--- src/rtl/dmask_pkg.sv ---
package dmask_pkg;
    localparam int CTRL_COUNT = 2;

    typedef enum logic [0:0] {
        CTRL_LOWER = 1'b0,
        CTRL_UPPER = 1'b1
    } ctrl_id_e;
endpackage

--- src/rtl/dmask_bank.sv ---
module dmask_bank #(
    parameter int CH    = 4,
    parameter int REG_W = 8,
    parameter int SEL_W = $clog2(CH)
) (
    input  logic             clk,
    input  logic             rst_n,
    input  logic             wam_we,
    input  logic [REG_W-1:0] wam_wdata,
    input  logic             wsm_we,
    input  logic [SEL_W-1:0] wsm_sel,
    input  logic             wsm_set,
    input  logic             mclr,
    input  logic [CH-1:0]    tc_pulse,
    input  logic [CH-1:0]    autoinit,
    output logic [CH-1:0]    mask_q,
    output logic [REG_W-1:0] status
);
    logic [CH-1:0] sw_next;
    logic [CH-1:0] tc_hit;
    logic [CH-1:0] mask_d;

    // Priority: master clear, then write-all, then write-single, then TC OR-in
    always_comb begin
        tc_hit  = tc_pulse & ~autoinit;
        sw_next = mask_q;
        if (wam_we)
            sw_next = wam_wdata[CH-1:0];
        if (wsm_we)
            sw_next[wsm_sel] = wsm_set;
        if (mclr)
            mask_d = '1;
        else
            mask_d = sw_next | tc_hit;
    end

    always_ff @(posedge clk or negedge rst_n) begin
        if (!rst_n)
            mask_q <= '1;
        else
            mask_q <= mask_d;
    end

    // Reserved upper bits read as zero
    always_comb begin
        status         = '0;
        status[CH-1:0] = mask_q;
    end

    // terminal count outside auto-initialize sets the mask
    a_r6_tc_sets_mask: assert property (@(posedge clk) disable iff (!rst_n)
        (tc_hit != '0) |=> ((mask_q & $past(tc_hit)) == $past(tc_hit)));

    // master clear masks every channel of this controller
    a_r3_clear_sets_all: assert property (@(posedge clk) disable iff (!rst_n)
        mclr |=> (mask_q == '1));

    // a lone write-all loads the low data bits
    a_r4_write_all: assert property (@(posedge clk) disable iff (!rst_n)
        (wam_we && !wsm_we && !mclr && (tc_hit == '0))
        |=> (mask_q == $past(wam_wdata[CH-1:0])));

    // with no write, clear or terminal count the masks hold
    a_r8_idle_holds: assert property (@(posedge clk) disable iff (!rst_n)
        (!wam_we && !wsm_we && !mclr && (tc_hit == '0)) |=> $stable(mask_q));
endmodule

--- src/rtl/dmask_gate.sv ---
module dmask_gate #(
    parameter int NUM_CH    = 8,
    parameter int LOW_CH    = 4,
    parameter int CASCADE_I = 4
) (
    input  logic [NUM_CH-1:0] mask,
    input  logic [NUM_CH-1:0] dreq_in,
    output logic [NUM_CH-1:0] dreq_out
);
    for (genvar n = 0; n < NUM_CH; n++) begin : g_ch
        if (n < LOW_CH) begin : g_low
            assign dreq_out[n] = dreq_in[n] & ~mask[n] & ~mask[CASCADE_I];
        end else begin : g_high
            assign dreq_out[n] = dreq_in[n] & ~mask[n];
        end
    end
endmodule

--- src/rtl/cascaded_dreq_mask.sv ---
module cascaded_dreq_mask #(
    parameter int CH_PER_CTRL = 4,
    parameter int REG_W       = 8
) (
    input  logic                   clk,
    input  logic                   rst_n,
    input  logic                   lo_wam_we,
    input  logic [REG_W-1:0]       lo_wam_wdata,
    input  logic                   lo_wsm_we,
    input  logic [1:0]             lo_wsm_sel,
    input  logic                   lo_wsm_set,
    input  logic                   lo_mclr,
    output logic [REG_W-1:0]       lo_mask_rd,
    input  logic                   hi_wam_we,
    input  logic [REG_W-1:0]       hi_wam_wdata,
    input  logic                   hi_wsm_we,
    input  logic [1:0]             hi_wsm_sel,
    input  logic                   hi_wsm_set,
    input  logic                   hi_mclr,
    output logic [REG_W-1:0]       hi_mask_rd,
    input  logic [2*CH_PER_CTRL-1:0] tc_pulse,
    input  logic [2*CH_PER_CTRL-1:0] autoinit,
    input  logic [2*CH_PER_CTRL-1:0] dreq_in,
    output logic [2*CH_PER_CTRL-1:0] dreq_out
);
    import dmask_pkg::*;

    localparam int NUM_CH    = CTRL_COUNT * CH_PER_CTRL;
    localparam int SEL_W     = $clog2(CH_PER_CTRL);
    localparam int CASCADE_I = CH_PER_CTRL;

    logic [CTRL_COUNT-1:0]  wam_we_v, wsm_we_v, wsm_set_v, mclr_v;
    logic [REG_W-1:0]       wam_wd_v [CTRL_COUNT];
    logic [SEL_W-1:0]       wsm_sel_v[CTRL_COUNT];
    logic [REG_W-1:0]       status_v [CTRL_COUNT];
    logic [NUM_CH-1:0]      mask_all;

    always_comb begin
        wam_we_v[CTRL_LOWER]  = lo_wam_we;
        wam_we_v[CTRL_UPPER]  = hi_wam_we;
        wam_wd_v[CTRL_LOWER]  = lo_wam_wdata;
        wam_wd_v[CTRL_UPPER]  = hi_wam_wdata;
        wsm_we_v[CTRL_LOWER]  = lo_wsm_we;
        wsm_we_v[CTRL_UPPER]  = hi_wsm_we;
        wsm_sel_v[CTRL_LOWER] = lo_wsm_sel[SEL_W-1:0];
        wsm_sel_v[CTRL_UPPER] = hi_wsm_sel[SEL_W-1:0];
        wsm_set_v[CTRL_LOWER] = lo_wsm_set;
        wsm_set_v[CTRL_UPPER] = hi_wsm_set;
        mclr_v[CTRL_LOWER]    = lo_mclr;
        mclr_v[CTRL_UPPER]    = hi_mclr;
    end

    for (genvar c = 0; c < CTRL_COUNT; c++) begin : g_bank
        dmask_bank #(
            .CH    (CH_PER_CTRL),
            .REG_W (REG_W),
            .SEL_W (SEL_W)
        ) i_bank (
            .clk       (clk),
            .rst_n     (rst_n),
            .wam_we    (wam_we_v[c]),
            .wam_wdata (wam_wd_v[c]),
            .wsm_we    (wsm_we_v[c]),
            .wsm_sel   (wsm_sel_v[c]),
            .wsm_set   (wsm_set_v[c]),
            .mclr      (mclr_v[c]),
            .tc_pulse  (tc_pulse[c*CH_PER_CTRL +: CH_PER_CTRL]),
            .autoinit  (autoinit[c*CH_PER_CTRL +: CH_PER_CTRL]),
            .mask_q    (mask_all[c*CH_PER_CTRL +: CH_PER_CTRL]),
            .status    (status_v[c])
        );
    end

    assign lo_mask_rd = status_v[CTRL_LOWER];
    assign hi_mask_rd = status_v[CTRL_UPPER];

    dmask_gate #(
        .NUM_CH    (NUM_CH),
        .LOW_CH    (CH_PER_CTRL),
        .CASCADE_I (CASCADE_I)
    ) i_gate (
        .mask     (mask_all),
        .dreq_in  (dreq_in),
        .dreq_out (dreq_out)
    );

    // masked cascade channel blocks every lower request
    a_r7_cascade_blocks: assert property (@(posedge clk) disable iff (!rst_n)
        hi_mask_rd[0] |-> (dreq_out[CH_PER_CTRL-1:0] == '0));

    // no masked channel ever presents a request
    a_r2_masked_quiet: assert property (@(posedge clk) disable iff (!rst_n)
        ((dreq_out & {hi_mask_rd[CH_PER_CTRL-1:0], lo_mask_rd[CH_PER_CTRL-1:0]}) == '0));

    // reserved status bits stay zero
    a_r1_reserved_zero: assert property (@(posedge clk) disable iff (!rst_n)
        (lo_mask_rd[REG_W-1:CH_PER_CTRL] == '0) && (hi_mask_rd[REG_W-1:CH_PER_CTRL] == '0));
endmodule

--- config.mk ---
export PLATFORM = sky130hd
export DESIGN_NAME = cascaded_dreq_mask
export DESIGN_NICKNAME = d
export VERILOG_FILES = /design/src/rtl/dmask_pkg.sv /design/src/rtl/dmask_bank.sv /design/src/rtl/dmask_gate.sv /design/src/rtl/cascaded_dreq_mask.sv
export SDC_FILE = /design/constraint.sdc
export NUM_CORES = 1
export LEC_CHECK = 0
export BUFFER_PORTS_ARGS = -buffer_cell sky130_fd_sc_hd__buf_4
export CAP_MARGIN = 20
export CORE_MARGIN = 2
export CORE_UTILIZATION = 37
export CTS_BUF_LIST = sky130_fd_sc_hd__clkbuf_2 sky130_fd_sc_hd__clkbuf_4 sky130_fd_sc_hd__clkbuf_8
export DETAILED_ROUTE_END_ITERATION = 10
export PLACE_DENSITY_LB_ADDON = 0.08
export SLEW_MARGIN = 20
export SYNTH_ARGS = -nofsm -noshare
export SYNTH_HDL_FRONTEND = slang
export SYNTH_SLANG_ARGS = --single-unit
--- constraint.sdc ---
create_clock -name clk -period 1.8 [get_ports clk]
set_clock_uncertainty 0.2 [all_clocks]
set_input_delay 0.18 -clock clk [delete_from_list [all_inputs] [get_ports clk]]
set_output_delay 0.18 -clock clk [all_outputs]
set_load 0.01 [all_outputs]
# --- Yosys cells after proc, flatten, opt, wreduce, memory -nomap -nowiden ---
# Index checks and enable logic that the tools add are counted.
word_totals:
  input_bits: 54
  reg_bits: 8
classes:
  reduce_logical: 2
  muxes: 12
  n_lt_le_gt_ge: 4
  bitwise_logic: 26
op_table:
  columns: ["operator", "n"]
  rows:
  - ["4-bit two-way mux", 6]
  - ["1-bit bitwise AND", 12]
  - ["4-bit bitwise AND", 2]
  - ["4-bit bitwise mux", 2]
  - ["1-bit inverter", 8]
  - ["4-bit inverter", 2]
  - ["4-bit OR", 2]
  - ["2-bit by 3-bit less-than comparator with 1-bit output (second input constant)", 2]
  - ["1-bit demux with 2-bit select", 2]
  - ["2-bit by 1-bit greater-or-equal comparator with 1-bit output (second input constant)", 2]
  - ["1-bit logical AND", 2]
  - ["1-bit two-way mux", 2]

# --- Longest topological paths before layout ---
depth:
  depth_word: 8
  depth_mapped: 3

# --- By module ---
# A second synthesis with hierarchy kept.
hier_totals:
  cells_unflattened: 78
  hier_area_um2: 745.7
modules_own_cells:
  columns: ["mod", "area_per_inst_um2", "cells_per_inst", "n_inst"]
  rows:
  - ["dmask_bank", 345.3, 35, 2]
  - ["dmask_gate", 55.1, 8, 1]

# --- Worst setup path after synthesis ---
# OpenSTA, ideal clock, no wires.
synth_timing:
  path_type: "reg-to-output"
  from: "reg g_bank[1].i_bank.mask_q[0]"
  to: "out dreq_out[0]"
  t_required_ns: 1.420
  arrival_ns: 0.726
  slack_ns: 0.694
  n_path_buf: 0
  stages_incl_launch_ff: 2
  cell_sequence: "dfstp_2 nor3b_1"
synth_via:
  elab_chain_len: 2
synth_lines:
  columns: ["element", "line_no", "rtl"]
  rows:
  - ["start: declaration", "dmask_bank.sv:16", "output logic [CH-1:0] mask_q,"]
  - ["start signal: assignment", "dmask_bank.sv:41", "mask_q <= mask_d;"]
  - ["1-bit inverter", "dmask_gate.sv:12", "assign dreq_out[n] = dreq_in[n] & ~mask[n] & ~mask[CASCADE_I];"]
  - ["1-bit bitwise AND", "dmask_gate.sv:12", null]
  - ["end: declaration", "cascaded_dreq_mask.sv:24", "output logic [2*CH_PER_CTRL-1:0] dreq_out"]
# No other way between the ends.

# --- Worst setup path in the final report ---
layout_timing:
  from: "in hi_mclr"
  to: "reg g_bank[1].i_bank.mask_q[1]"
layout_via:
  elab_chain_len: 1
layout_lines:
  columns: ["element", "line_no", "rtl"]
  rows:
  - ["start: declaration", "cascaded_dreq_mask.sv:19", "input logic hi_mclr,"]
  - ["4-bit two-way mux", "dmask_bank.sv:31", "if (mclr)"]
  - ["net g_bank[1].i_bank.mask_d[1]", "dmask_bank.sv:21", "logic [CH-1:0] mask_d;"]
# The timed path passes the listed nets, and every way through them passes these cells.

==> impl_metrics.env <==
export IMPL_p_sw_frac=0.260
export IMPL_synth_cell_area_sq_um=682
export IMPL_die_area_sq_mm=0.00220
export IMPL_layout_min_cycle_time_ps=1690
export IMPL_drc=0
export IMPL_fmax_ghz=0.592
export IMPL_final_cell_mix="buf_4, dlygate4sd3_1"
export IMPL_cts_tree="yes"
export IMPL_p_leak_nw=0.612
export IMPL_syn_inst=69
export IMPL_cp_max_fo=4
export IMPL_rows=15
export IMPL_clkPwrFrac=0.243
export IMPL_grt_max_degree=9
export IMPL_period_share=0.939
export IMPL_end_kind="flip-flop"
export IMPL_largest_reg_flops=8
export IMPL_drt_iter0_drc=5
export IMPL_power_total_w=0.000555
export IMPL_post_drt_wl_per_cell_um=11.8
export IMPL_portBuffers=61
export IMPL_hold_path_class="input port to flip-flop"
export IMPL_final_util=0.747
export IMPL_cts_clk_slew_worst_paths_ps=50
export IMPL_ys_ff_latch=8
export IMPL_slew_viol_final=0
export IMPL_r2r_slack_ps=140
export IMPL_maxCapViolCount=0
export IMPL_yosysWarnings=0
export IMPL_critical_path_arrival_ps=1670
export IMPL_crit_required_ps=1780
export IMPL_nets=200
export IMPL_reg_top3="g_bank.i_bank.mask_q (8)"
export IMPL_status="finished clean"
export IMPL_antenna_found_initial=0
export IMPL_dp_slack_ps=642
export IMPL_die_y_um=46.9
export IMPL_vdd_drop_max_v=0.000296
export IMPL_post_cts_setup_buffer_count=0
export IMPL_power_switching_w=0.000144
export IMPL_vias=789
export IMPL_grt_usage=0.188
export IMPL_drt_total_wl_um=1990
export IMPL_grt_pass1_vias=687
export IMPL_final_common_cell="buf_4"
export IMPL_final_hold_viol_count=0
export IMPL_pwr_share_comb=0.377
export IMPL_antenna_cells=0
export IMPL_syn_area_per_cell_sq_um=9.88
export IMPL_io_pins=78
export IMPL_htreeDepth=1
export IMPL_hpwl_um=1540
export IMPL_start_util=0.395
export IMPL_setup_viol=0
export IMPL_overflow=0
export IMPL_finalSetupTns_ps=0
export IMPL_ant_nets=0
export IMPL_routabilityCongestion=0.772
export IMPL_area_growth_syn_to_layout_pct=89.2
export IMPL_seqPwrFrac=0.381
export IMPL_crit_type="input port to flip-flop"
export IMPL_layout_drive_gt1_share=0.514
export IMPL_first_pass_iters=4
export IMPL_hold_slack_ps=5.38
export IMPL_power_density_mw_per_mm2=430
export IMPL_cts_max_path_buffers=2
export IMPL_viasPerCell=4.67
export IMPL_clock_sinks=8
export IMPL_die_w_um=46.9
export IMPL_synth_distinct_cells=15
export IMPL_clock_latency_ps=250
export IMPL_grt_pass1_wl_um=2930
export IMPL_cts_root_buf="clkbuf_4"
export IMPL_core_sq_mm=0.00173
export IMPL_yosysSeqAreaShare=0.308
export IMPL_start_kind="input port"
export IMPL_fillers=147
export IMPL_internal_power_w=0.000410
export IMPL_cts_buffers=3
export IMPL_top_register="g_bank.i_bank.mask_q"
export IMPL_rsz0062_at_grt="no"
export IMPL_fin_ws_ps=110
[path summary, 6_finish.rpt]
| kind | startpoint | depth (start not counted) | endpoint |
|---|---|---|---|
| max | hi_mclr | 5 | g_bank[1].i_bank.mask_q[1] |
| min | lo_mclr | 3 | g_bank[0].i_bank.mask_q[3] |
| max reg2reg | g_bank[1].i_bank.mask_q[1] | 3 | g_bank[1].i_bank.mask_q[1] |
| min reg2reg | g_bank[0].i_bank.mask_q[3] | 2 | g_bank[0].i_bank.mask_q[3] |
| max in group asynchronous | rst_n | 2 | g_bank[0].i_bank.mask_q[0] |
| min in group asynchronous | rst_n | 2 | g_bank[1].i_bank.mask_q[1] |
[power by group through the flow]
| stage | Clock [W] | Combinational [W] | Sequential, W |
|---|---|---|---|
| floorplan | 0 | 0.0000719 | 0.000218 |
| global placement | 0 | 0.000179 | 0.000213 |
| detailed placement | 0 | 0.000183 | 0.000214 |
| CTS | 0.000135 | 0.000208 | 0.000211 |
| global route | 0.000147 | 0.000227 | 0.000213 |
| finish | 0.000135 | 0.000209 | 0.000211 |
[area by class of cell]
class                   count  area [sq um]  share of cell area
repair buffers             75           598               0.464
multi-input cells          56           420               0.326
flip-flops and latches      8           210               0.163
well taps                  25          31.3              0.0242
clock buffers               3          22.5              0.0175
inverters                   2          7.51             0.00582
[worst max-delay path: stages]
cell	delay, ps
dlygate4sd3_1	540
buf_4	130
inv_1	100
o2111ai_1	130
dlygate4sd3_1	580
[cells in the mapped netlist, drive strengths merged]
| library cell | n | area, sq um |
|---|---|---|
| and3 | 2 | 15.0 |
| and3b | 4 | 35.0 |
| buf | 8 | 60.1 |
| clkbuf | 2 | 10.0 |
| conb | 1 | 3.75 |
| dfstp | 8 | 210 |
| inv | 2 | 7.51 |
| mux2i | 8 | 80.1 |
| nand2b | 8 | 50.1 |
| nand4 | 2 | 12.5 |
| nand4b | 4 | 35.0 |
| nand4bb | 2 | 22.5 |
| nor2b | 4 | 25.0 |
| nor3b | 6 | 45.0 |
| o2111ai | 8 | 70.1 |
[metrics by stage]
stage | std cells | instance area, sq um
final | 169 | 1290
after global routing | 169 | 1290
after CTS | 169 | 1290
after detailed placement | 152 | 1130
after global placement | 152 | 1130
after floorplan | 76 | 708
[kinds of logic (layout without fill, tap and decap cells)]
logic type             Yosys count  after routing  share of synthesized area
muxes                            8              8                      0.117
other                            1              8                    0.00550
DFF                              8              8                      0.308
buffers and inverters           12             80                      0.114
and+or+nand+nor                 32             32                      0.352
AOI/OAI and AO/OA                8              8                      0.103
[repair_timing]
item | in CTS | in global routing
resized for setup | 0 | 0
endpoints found under the hold margin | 16 | 0
hold buffers | 14 | 0
[per-layer routing]
| metal | up-vias | GRT usage | share of wire |
|---|---|---|---|
| met1 | 348 | 0.228 | 0.39 |
| li1 | 396 | - | - |
| met3 | 2 | 0.0231 | 0.098 |
| met2 | 43 | 0.323 | 0.50 |
| met5 | - | 0 | 0 |
| met4 | 0 | 0.100 | 0.0095 |
Note: power is estimated with default switching activity, not from simulation.
